## src/rtl/uart_regif_pkg.sv

```systemverilog
package uart_regif_pkg;

  localparam int unsigned IDX_RXD  = 0;
  localparam int unsigned IDX_TXD  = 1;
  localparam int unsigned IDX_STAT = 2;
  localparam int unsigned IDX_CTRL = 3;

  localparam int unsigned CT_TXRST = 0;
  localparam int unsigned CT_RXRST = 1;
  localparam int unsigned CT_IE    = 4;

  // queue occupancy after one cycle
  function automatic int unsigned q_next_count(input int unsigned cnt,
                                               input logic push,
                                               input logic pop,
                                               input logic clr);
    int unsigned n;
    n = cnt;
    if (clr) n = 0;
    else begin
      if (push) n = n + 1;
      if (pop)  n = n - 1;
    end
    return n;
  endfunction

  // status word layout
  function automatic logic [7:0] pack_status(input logic rx_any,
                                             input logic rx_full,
                                             input logic tx_free,
                                             input logic tx_busy,
                                             input logic pend,
                                             input logic ovr,
                                             input logic ferr,
                                             input logic perr);
    return {perr, ferr, ovr, pend, tx_busy, tx_free, rx_full, rx_any};
  endfunction

endpackage

```

## src/rtl/uart_rxq.sv

```systemverilog
module uart_rxq #(
  parameter int unsigned DEPTH = 8,
  parameter int unsigned DW    = 8,
  localparam int unsigned PTR_W = $clog2(DEPTH),
  localparam int unsigned CNT_W = $clog2(DEPTH + 1)
) (
  input  logic             clk,
  input  logic             rst_n,
  input  logic             clr,
  input  logic             push,
  input  logic             pop,
  input  logic [DW-1:0]    din,
  output logic [DW-1:0]    dout,
  output logic [CNT_W-1:0] count,
  output logic [CNT_W-1:0] count_nxt
);
  import uart_regif_pkg::*;

  logic [DW-1:0]    mem [DEPTH];
  logic [PTR_W-1:0] wr_ptr;
  logic [PTR_W-1:0] rd_ptr;

  // read position derived from write position and occupancy (DEPTH is a power of two)
  assign rd_ptr    = wr_ptr - PTR_W'(count);
  assign dout      = mem[rd_ptr];
  assign count_nxt = CNT_W'(q_next_count(32'(count), push, pop, clr));

  always_ff @(posedge clk) begin
    if (push && !clr) mem[wr_ptr] <= din;
  end

  always_ff @(posedge clk) begin
    if (!rst_n) begin
      wr_ptr <= '0;
      count  <= '0;
    end else begin
      count <= count_nxt;
      if (clr)       wr_ptr <= '0;
      else if (push) wr_ptr <= wr_ptr + 1'b1;
    end
  end

endmodule

```

## src/rtl/uart_txhold.sv

```systemverilog
module uart_txhold #(
  parameter int unsigned DW = 8
) (
  input  logic          clk,
  input  logic          rst_n,
  input  logic          flush,
  input  logic          wr,
  input  logic [DW-1:0] din,
  input  logic          rdy,
  output logic          vld,
  output logic [DW-1:0] dout
);

  logic leaving;
  logic loading;

  assign leaving = vld && rdy;
  assign loading = wr && (!vld || leaving);

  always_ff @(posedge clk) begin
    if (!rst_n) begin
      vld  <= 1'b0;
      dout <= '0;
    end else if (flush) begin
      vld <= 1'b0;
    end else if (loading) begin
      vld  <= 1'b1;
      dout <= din;
    end else if (leaving) begin
      vld <= 1'b0;
    end
  end

endmodule

```

## src/rtl/uart_regif.sv

```systemverilog
module uart_regif #(
  parameter int unsigned ADDR_W   = 4,
  parameter int unsigned DATA_W   = 32,
  parameter int unsigned RX_DEPTH = 8,
  localparam int unsigned BYTE_W  = 8,
  localparam int unsigned CNT_W   = $clog2(RX_DEPTH + 1)
) (
  input  logic              clk,
  input  logic              rst_n,
  input  logic              acc_en,
  input  logic              acc_wr,
  input  logic [ADDR_W-1:0] acc_addr,
  input  logic [DATA_W-1:0] acc_wdata,
  output logic [DATA_W-1:0] acc_rdata,
  input  logic              rx_vld,
  input  logic [BYTE_W-1:0] rx_byte,
  output logic              tx_vld,
  output logic [BYTE_W-1:0] tx_byte,
  input  logic              tx_rdy,
  input  logic              frame_err,
  input  logic              parity_err,
  output logic              irq
);
  import uart_regif_pkg::*;

  logic [1:0]        idx;
  logic [BYTE_W-1:0] wbyte;
  logic              unused_bits;

  logic [BYTE_W-1:0] ctrl_q;
  logic [BYTE_W-1:0] txd_q;
  logic              ovr_q;
  logic              pend_q;
  logic              ctrl_ie;

  logic [CNT_W-1:0]  rx_cnt;
  logic [CNT_W-1:0]  rx_cnt_nxt;
  logic [BYTE_W-1:0] rx_head;
  logic              rx_full;
  logic              rx_any;
  logic [BYTE_W-1:0] status_w;

  // named events, observed by the bound checker
  logic ev_rd_rx, ev_rd_stat, ev_wr_ctrl;
  logic ev_push, ev_drop, ev_pop, ev_rxrst;
  logic ev_txwr, ev_txrst, ev_txgo;

  assign idx         = acc_addr[3:2];
  assign wbyte       = acc_wdata[BYTE_W-1:0];
  assign unused_bits = ^{acc_wdata, acc_addr};

  assign ev_rd_rx   = acc_en && !acc_wr && (idx == 2'(IDX_RXD));
  assign ev_rd_stat = acc_en && !acc_wr && (idx == 2'(IDX_STAT));
  assign ev_wr_ctrl = acc_en &&  acc_wr && (idx == 2'(IDX_CTRL));
  assign ev_txwr    = acc_en &&  acc_wr && (idx == 2'(IDX_TXD));
  assign ev_rxrst   = ev_wr_ctrl && wbyte[CT_RXRST];
  assign ev_txrst   = ev_wr_ctrl && wbyte[CT_TXRST];

  assign rx_any  = (rx_cnt != '0);
  assign rx_full = (rx_cnt == CNT_W'(RX_DEPTH));

  assign ev_push = rx_vld && !rx_full && !ev_rxrst;
  assign ev_drop = rx_vld &&  rx_full && !ev_rxrst;
  assign ev_pop  = ev_rd_rx && rx_any;
  assign ev_txgo = tx_vld && tx_rdy;

  uart_rxq #(.DEPTH(RX_DEPTH), .DW(BYTE_W)) i_rxq (
    .clk       (clk),
    .rst_n     (rst_n),
    .clr       (ev_rxrst),
    .push      (ev_push),
    .pop       (ev_pop),
    .din       (rx_byte),
    .dout      (rx_head),
    .count     (rx_cnt),
    .count_nxt (rx_cnt_nxt)
  );

  uart_txhold #(.DW(BYTE_W)) i_txhold (
    .clk   (clk),
    .rst_n (rst_n),
    .flush (ev_txrst),
    .wr    (ev_txwr),
    .din   (wbyte),
    .rdy   (tx_rdy),
    .vld   (tx_vld),
    .dout  (tx_byte)
  );

  always_ff @(posedge clk) begin
    if (!rst_n) begin
      ctrl_q <= '0;
      txd_q  <= '0;
      ovr_q  <= 1'b0;
      pend_q <= 1'b0;
    end else begin
      if (ev_wr_ctrl) ctrl_q <= wbyte;
      if (ev_txwr)    txd_q  <= wbyte;
      if (ev_rxrst)     ovr_q <= 1'b0;
      else if (ev_drop) ovr_q <= 1'b1;
      pend_q <= (pend_q && !ev_rd_stat) || ev_txwr || (rx_cnt_nxt != '0);
    end
  end

  assign ctrl_ie  = ctrl_q[CT_IE];
  assign irq      = pend_q && ctrl_ie;
  assign status_w = pack_status(rx_any, rx_full, !tx_vld, tx_vld,
                                pend_q, ovr_q, frame_err, parity_err);

  always_comb begin
    acc_rdata = '0;
    if (acc_en && !acc_wr) begin
      unique case (idx)
        2'(IDX_RXD):  acc_rdata = rx_any ? DATA_W'(rx_head) : '0;
        2'(IDX_TXD):  acc_rdata = DATA_W'(txd_q);
        2'(IDX_STAT): acc_rdata = DATA_W'(status_w);
        default:      acc_rdata = DATA_W'(ctrl_q);
      endcase
    end
  end

endmodule

```

## config.mk

```make
export PLATFORM = sky130hd
export DESIGN_NAME = uart_regif
export DESIGN_NICKNAME = d
export VERILOG_FILES = /design/src/rtl/uart_regif_pkg.sv /design/src/rtl/uart_rxq.sv /design/src/rtl/uart_txhold.sv /design/src/rtl/uart_regif.sv
export SDC_FILE = /design/constraint.sdc
export NUM_CORES = 1
export LEC_CHECK = 0
export BUFFER_PORTS_ARGS = -buffer_cell sky130_fd_sc_hd__buf_2
export CAP_MARGIN = 20
export CORE_MARGIN = 2
export CORE_UTILIZATION = 45
export CTS_CLUSTER_DIAMETER = 150
export DETAILED_ROUTE_END_ITERATION = 8
export PLACE_DENSITY = 0.74
export REMOVE_ABC_BUFFERS = 1
export SYNTH_ARGS = -nofsm -noshare
export SYNTH_HDL_FRONTEND = slang
export SYNTH_SLANG_ARGS = --single-unit
```

## constraint.sdc

```tcl
create_clock -name clk -period 5 [get_ports clk]
set_input_delay 0.25 -clock clk [delete_from_list [all_inputs] [get_ports clk]]
set_output_delay 0.25 -clock clk [all_outputs]
set_load 0.05 [all_outputs]
```

==> results of run 1 <==
layer usage:
| layer | vias to the layer above | track usage, % | share of wire, % |
|---|---|---|---|
| li1 | 1338 | - | - |
| met1 | 1359 | 22.5 | 45 |
| met2 | 88 | 26.8 | 48 |
| met3 | 7 | 5.05 | 6.0 |
| met4 | 0 | 4.00 | 0.84 |
| met5 | - | 0 | 0 |
how the worst max path moves through the flow:
stage                                             from  cells past startpoint      endpoint
after detailed placement     i_rxq.count[0]$_SDFF_PN0_                      9  acc_rdata[2]
after CTS                    i_rxq.count[0]$_SDFF_PN0_                      9  acc_rdata[2]
final                        i_rxq.count[0]$_SDFF_PN0_                      9  acc_rdata[2]
after global routing      i_rxq.wr_ptr[0]$_SDFFE_PP0N_                      8  acc_rdata[2]
after global placement       i_rxq.count[0]$_SDFF_PN0_                      9  acc_rdata[2]
after floorplan              i_rxq.count[0]$_SDFF_PN0_                      9  acc_rdata[0]
critical path, delay by kind of cell (launching register included):
family	cells	cell delay, ns
adders and majority gates	2	1.32
muxes	2	0.72
DFF	1	0.50
buffers and inverters	2	0.27
AOI/OAI and AO/OA	1	0.23
and+or+nand+nor	2	0.16
power groups by stage:
stage,sequential (uW),clock (uW),combinational (uW)
after floorplan,922,0,269
after global placement,920,0,361
after detailed placement,921,0,368
after CTS,903,547,370
after global routing,907,573,398
final,903,533,368
state kept, by name (all words and copies together), names as in the netlist:
name / cells
i_rxq.mem: 64
ctrl_q: 8
i_txhold.dout: 8
txd_q: 8
i_rxq.count: 4
i_rxq.wr_ptr: 3
i_txhold.vld: 1
ovr_q: 1
pend_q: 1
area by class of cell:
type	count	area [sq um]	share of cell area [%]
multi-input cells	232	1740	34.8
well taps	133	166	3.33
flip-flops and latches	98	2600	52.0
repair buffers	49	260	5.20
clock inverters	7	83.8	1.68
clock buffers	9	124	2.48
inverters	6	22.5	0.450
cell usage after synthesis, drive strengths merged, types with 2 or more instances:
library cell,instances
edfxtp,64
nand2,40
dfxtp,34
buf,31
nor2,21
mux2i,18
a21boi,16
mux4,15
a21oi,12
clkbuf,12
nor2b,10
xnor2,9
inv,6
o211a,6
o21ai,6
o22ai,6
nor3,5
ha,4
nand3,4
nor4,3
o211ai,3
xor2,3
a211oi,2
and3,2
and3b,2
nand2b,2
nand3b,2
nor3b,2
nor4b,2
layout by cell type, fill, tap and decap left out, drive strengths merged, types with 2 or more instances in the layout:
cell	n
conb	24
nand3b	2
nor2b	10
nor3b	2
and3b	2
xor2	3
clkbuf	9
xnor2	9
nor3	5
buf	49
edfxtp	64
nand2	40
o21ai	6
nand2b	2
nor4b	2
nand3	4
o211ai	3
a211oi	2
o22ai	6
and3	2
nor4	3
o211a	6
dfxtp	34
mux4	15
inv	10
nor2	21
a21boi	16
a21oi	12
mux2i	18
ha	4
stage by stage:
stage	setup WS, ns	total power [uW]	cell area (sq um)
floorplan	1.83	1190	4360
global placement	1.61	1280	4790
detailed placement	1.59	1290	4790
CTS	1.17	1820	4990
global route	0.898	1880	5000
finish	1.18	1800	5000
logic make-up (layout without fill, tap and decap cells):
group / Yosys count / count (layout)
buffers and inverters: 49 / 71
and+or+nand+nor: 100 / 100
muxes: 34 / 34
other: 1 / 24
xor gates and xnor gates: 12 / 12
DFF: 98 / 98
adders and majority gates: 5 / 5
AOI/OAI and AO/OA: 57 / 57
==> impl_metrics.json, run 1 <==
{
  "synthMuxAreaShare_pct": 11.7,
  "place.detailed.instances": 517,
  "drtAntennaViolNets": 0,
  "groute.usage.overall_pct": 16.7,
  "clock_power_share_pct": 29.6,
  "die_height_um": 105,
  "ys.warnings.count": 0,
  "hold_path_depth": 1,
  "grt_max_degree": 28,
  "clkTransAtPathRegs_ns": 0.10,
  "number_of_buffers_inserted_by_hold_repair_at_cts": 0,
  "design.die.area_sq_um": 10900,
  "syn-instance-count": 356,
  "rrSetupSlack_ns": 1.90,
  "finalHoldViolCount": 0,
  "number_of_nets_in_the_finished_design": 453,
  "postLayoutCoreUtil_pct": 51.2,
  "via_count": 2792,
  "io_buffers": 43,
  "routed_wl_mm": 8.89,
  "synth_area_sq_um": 4550,
  "cts.repair_timing.setup_buffer_count": 0,
  "cp_common_cell": "nor2_1",
  "die_width_um": 105,
  "unrepaired_setup_endpoints_after_global_routing": "no",
  "cp_data_required_time_ns": 4.75,
  "outcome": "completed",
  "clock_buffers_created_by_tritoncts": 9,
  "timing_worst_slew_pin_value_ns": 0.992,
  "yosys_register_bits": 98,
  "clk_latency_ns": 0.37,
  "synth_top_family_by_area": "multiplexers",
  "fin_hold_ws_ns": 0.140,
  "syn2layout_area_growth_pct": 9.90,
  "number_of_levels_the_h_tree_was_split_into": 3,
  "yosys.area.top_type": "edfxtp_1",
  "setup_viol": 0,
  "cts.sinks": 98,
  "period_minus_slack_ns": 3.82,
  "drt-wirelength-per-cell_um": 16.6,
  "worst-r2r-cell-count": 7,
  "synthDominantCellAreaShare_pct": 42.2,
  "sw_frac_of_total_pct": 29.5,
  "slew_viol_final": 0,
  "fillCellCount": 877,
  "synth_fa_ha_area_share_pct": 1.54,
  "grt.overflow.total": 0,
  "root_buffer": "clkbuf_8",
  "insertedDiodeCount": 0,
  "grt_pass1_vias": 2663,
  "critPathMaxFanout": 17,
  "cp-start-kind": "flip-flop",
  "initial_utilization_pct": 46.6,
  "timing.max_slew.rel_slack_pct": 33.9,
  "endpoint_kind": "output port",
  "rows": 36,
  "power.combinational.fraction_pct": 20.4,
  "post_synthesis_share_of_cell_area_spent_on_and_or_nand_and_nor_gates_pct": 11.1,
  "p_per_area_nw_per_um2": 361,
  "gpl_congestion": 0.773,
  "seqPwrFrac_pct": 50.1,
  "cts_max_path_buffers": 2,
  "synth-edff-count": 64,
  "post_layout_nonfiller_instances": 534,
  "clock_tree_from_tritoncts": "done",
  "postSynth.topFlopCell": "edfxtp_1",
  "vias_per_cell": 5.23,
  "post_synthesis_compound_gate_area_fraction_pct": 8.96,
  "yosys.area_share.xor_xnor_pct": 2.72,
  "intPower_uw": 1270,
  "setup_total_negative_slack_ns": 0,
  "min_delay_worst_endpoint": "i_rxq.mem[7][3]$_DFFE_PP_",
  "max_rail_drop_vdd_v": 0.000251,
  "min-delay-path-class": "in -> reg",
  "share_of_async_settable_or_async_resettable_flops_after_synthesis_pct": 0,
  "worst_path_cell_chain": "ha_1 -> inv_1 -> fa_1 -> mux4_2 -> mux2i_1 -> nor2_1 -> a221oi_1 -> nor2_1 -> buf_2",
  "reg_to_reg_critical_path_startpoint": "i_rxq.count[0]$_SDFF_PN0_",
  "worst-endpoint-arrival_ns": 3.57,
  "timing.setup.critical_path_class": "reg -> out",
  "drt-pass1-iter-count": 4,
  "grt_antenna_before_repair": 0,
  "layout-drive-gt1-share_pct": 22.7,
  "leakage_uw": 0.00183,
  "post_cts_resized": 0,
  "sequential_to_total_area_share_from_yosys_stat_pct": 57.2,
  "cap_violations": 0,
  "syn_avg_cell_area_sq_um": 12.8,
  "grt_first_pass_wirelength_mm": 14.1,
  "cpMaxStageDelayCell": "fa_1",
  "fmax_ghz": 0.262,
  "holdCritStartpoint": "rx_byte[3]",
  "fin_crit_sh_pct": 76.4,
  "first_iter_violations": 129,
  "core_sq_um": 9770,
  "cp_slowest_stage_delay_ns": 1.11,
  "r2r_end": "i_rxq.mem[5][4]$_DFFE_PP_",
  "synth.lib_cells_used.distinct": 55,
  "clock_skew_ns": 0.00924,
  "place.detailed.hpwl_mm": 5.96,
  "drc_errors": 0,
  "boundaryPins": 94,
  "power_switching_uw": 532,
  "ys_top_cells_by_area": "edfxtp_1 42%, dfxtp_1 15%, mux4_2 7.4%, buf_4 4.1%, mux2i_1 4.0%"
}
Note: power is estimated with default switching activity, not from simulation.
==> inputs of run 2 (changes only) <==
- ABC_AREA: default -> 1
- PLACE_DENSITY: 0.74 -> 0.76
- clock period: 5 -> 3.4 ns (I/O delays scaled with it)
==> impl_metrics.json, run 2 <==
{
  "outcome": "completed",
  "share_of_async_settable_or_async_resettable_flops_after_synthesis_pct": 0,
  "rows": 36,
  "number_of_flip_flops_in_the_largest_register": 64,
  "finalHoldViolCount": 0,
  "timing.max_slew.rel_slack_pct": 38.6,
  "number_of_nets_in_the_finished_design": 567,
  "endpoint_kind": "output port",
  "syn_avg_cell_area_sq_um": 9.98,
  "die_width_um": 104,
  "fillCellCount": 881,
  "clk_latency_ns": 0.36,
  "io_buffers": 43,
  "boundaryPins": 94,
  "top_register": "i_rxq.mem",
  "seqPwrFrac_pct": 49.5,
  "power_switching_uw": 853,
  "grt_antenna_before_repair": 0,
  "clock_tree_from_tritoncts": "done",
  "clock_power_share_pct": 27.0,
  "min-delay-path-class": "in -> reg",
  "postLayoutCoreUtil_pct": 51.8,
  "drtAntennaViolNets": 0,
  "groute.usage.overall_pct": 19.3,
  "grt_first_pass_wirelength_mm": 16.5,
  "yosys.area.top_type": "edfxtp_1",
  "number_of_levels_the_h_tree_was_split_into": 3,
  "routed_wl_mm": 10.1,
  "ys_top_cells_by_area": "edfxtp_1 43%, dfxtp_1 15%, o21ai_0 6.6%, nor2_1 6.1%, buf_4 4.0%",
  "cap_violations": 0,
  "clkTransAtPathRegs_ns": 0.09,
  "clock_skew_ns": 0.00960,
  "via_count": 3418,
  "cts_max_path_buffers": 2,
  "synthDominantCellAreaShare_pct": 42.5,
  "slew_viol_final": 0,
  "initial_utilization_pct": 46.2,
  "intPower_uw": 1840,
  "fmax_ghz": 0.314,
  "synth_area_sq_um": 4520,
  "worst-endpoint-arrival_ns": 3.02,
  "setup_total_negative_slack_ns": 0,
  "drt-wirelength-per-cell_um": 15.6,
  "grt_pass1_vias": 3229,
  "die_height_um": 104,
  "drc_errors": 0,
  "setup_viol": 0,
  "critPathMaxFanout": 9,
  "grt.overflow.total": 0,
  "syn-instance-count": 453,
  "place_worst_setup_slack_ns": 0.515,
  "core_sq_um": 9770,
  "cp_data_required_time_ns": 3.23,
  "worst_slack_ns": 0.215,
  "p_per_area_nw_per_um2": 531,
  "layout_commonest_cell": "nor2_1",
  "vias_per_cell": 5.27,
  "power.combinational.fraction_pct": 23.5,
  "synth.lib_cells_used.distinct": 35,
  "max_rail_drop_vdd_v": 0.000196,
  "multiInputGateArea_sq_um": 1630,
  "first_iter_violations": 281,
  "ys.warnings.count": 0,
  "leakage_uw": 0.00200,
  "timing_worst_slew_pin_value_ns": 0.914,
  "gpl_congestion": 0.830,
  "place.detailed.hpwl_mm": 7.06,
  "postSynth.topFlopCell": "edfxtp_1",
  "layout-drive-gt1-share_pct": 19.6,
  "root_buffer": "clkbuf_8",
  "design.die.area_sq_um": 10900,
  "drt-pass1-iter-count": 5,
  "insertedDiodeCount": 0,
  "timing.setup.critical_path_class": "reg -> out",
  "cts.repair_timing.setup_buffer_count": 0,
  "sw_frac_of_total_pct": 31.7,
  "fin_crit_sh_pct": 93.7,
  "yosys_register_bits": 98,
  "clock_buffers_created_by_tritoncts": 9,
  "final_cell_mix": "74 x nor2_1, 64 x edfxtp_1, 60 x o21ai_0",
  "synthMostInstantiatedCell": "nor2_1",
  "period_minus_slack_ns": 3.19,
  "unrepaired_setup_endpoints_after_global_routing": "no",
  "cp-start-kind": "flip-flop",
  "cts.sinks": 98,
  "synthTopCellsByCount": "74 x nor2_1, 64 x edfxtp_1, 60 x o21ai_0, 40 x nand2_1, 36 x inv_1",
  "syn2layout_area_growth_pct": 12.1,
  "synth-edff-count": 64,
  "layout.area.seq_sq_um": 2600,
  "grt_max_degree": 33,
  "sequential_to_total_area_share_from_yosys_stat_pct": 57.6
}
run 2: cell types whose count changed after synthesis, sizes merged, moves of 10 or more:
cell and change:
mux4 -15, o221ai +14, inv +33, o21ai +55, mux2i -18, nand2 +13, a21boi -16, a21oi +12
nand3 +23, nor2 +58, nor2b -10
run 2: critical path, stage by stage, from the launching register on:
cell and delay (ns):
dfxtp_1 0.45, ha_1 0.20, inv_1 0.06, fa_2 0.70, buf_4 0.21, o21ai_0 0.10
o221ai_1 0.27, nand3_1 0.16, a21oi_1 0.22, buf_2 0.30
run 2: final cells by class:
class | count | share of cell area (%)
sequential | 98 | 51.4
multi-input combinational | 303 | 32.2
timing repair buffer | 58 | 6.47
tap | 133 | 3.28
inverter | 40 | 3.01
clock buffer | 11 | 2.59
clock inverter | 5 | 1.09
run 2: final timing paths:
path,to,from,slack (ns),cells after the start
worst max-delay path,acc_rdata[1],i_rxq.count[0]$_SDFF_PN0_,0.21,9
worst min-delay path,txd_q[2]$_SDFFE_PN0P_,acc_wdata[2],0.07,3
worst max register to register,i_rxq.mem[4][5]$_DFFE_PP_,i_rxq.count[0]$_SDFF_PN0_,0.95,10
worst min register to register,i_txhold.dout[3]$_SDFFE_PN0P_,i_txhold.dout[3]$_SDFFE_PN0P_,0.44,2
run 2: per-layer routing:
metal  global-route usage [%]  share of wire (%)  vias up
li1                         -                  -     1633
met1                     25.9                 44     1613
met2                     31.1                 47      152
met3                     3.32                6.6       20
met4                     8.20                2.4        0
met5                        0                  0        -
run 2: power by group through the flow:
| stage | logic, uW | clock network (uW) | registers (uW) |
|---|---|---|---|
| after detailed placement | 622 | 0 | 1360 |
| after global routing | 692 | 776 | 1340 |
| after CTS | 625 | 734 | 1330 |
| final | 632 | 726 | 1330 |
| after floorplan | 409 | 0 | 1370 |
| after global placement | 602 | 0 | 1360 |
run 2: stage by stage:
stage | instance area (sq um) | hold WS, ns | instances | power [uW]
2_1_floorplan | 4380 | 0.269 | 441 | 1780
3_3_place_gp | 4880 | 0.426 | 632 | 1960
3_5_place_dp | 4880 | 0.436 | 632 | 1980
4_1_cts | 5060 | 0.0594 | 648 | 2690
5_1_grt | 5070 | 0.0633 | 648 | 2810
6_report | 5070 | 0.0731 | 648 | 2690
run 2: kinds of logic after synthesis:
group,synth area share [%]
adder cells (fa/ha/maj),1.55
other,0.0830
AO/OA/AOI/OAI,13.6
buffers and inverters,8.30
AND/OR/NAND/NOR,17.6
flip-flops,57.6
XOR/XNOR,1.30
run 2: repair_timing:
item                                    CTS  global route
endpoints found under the setup margin    0             2
hold buffers                              0             0
gates resized for setup                   0             2
hold endpoints to repair                  0             0
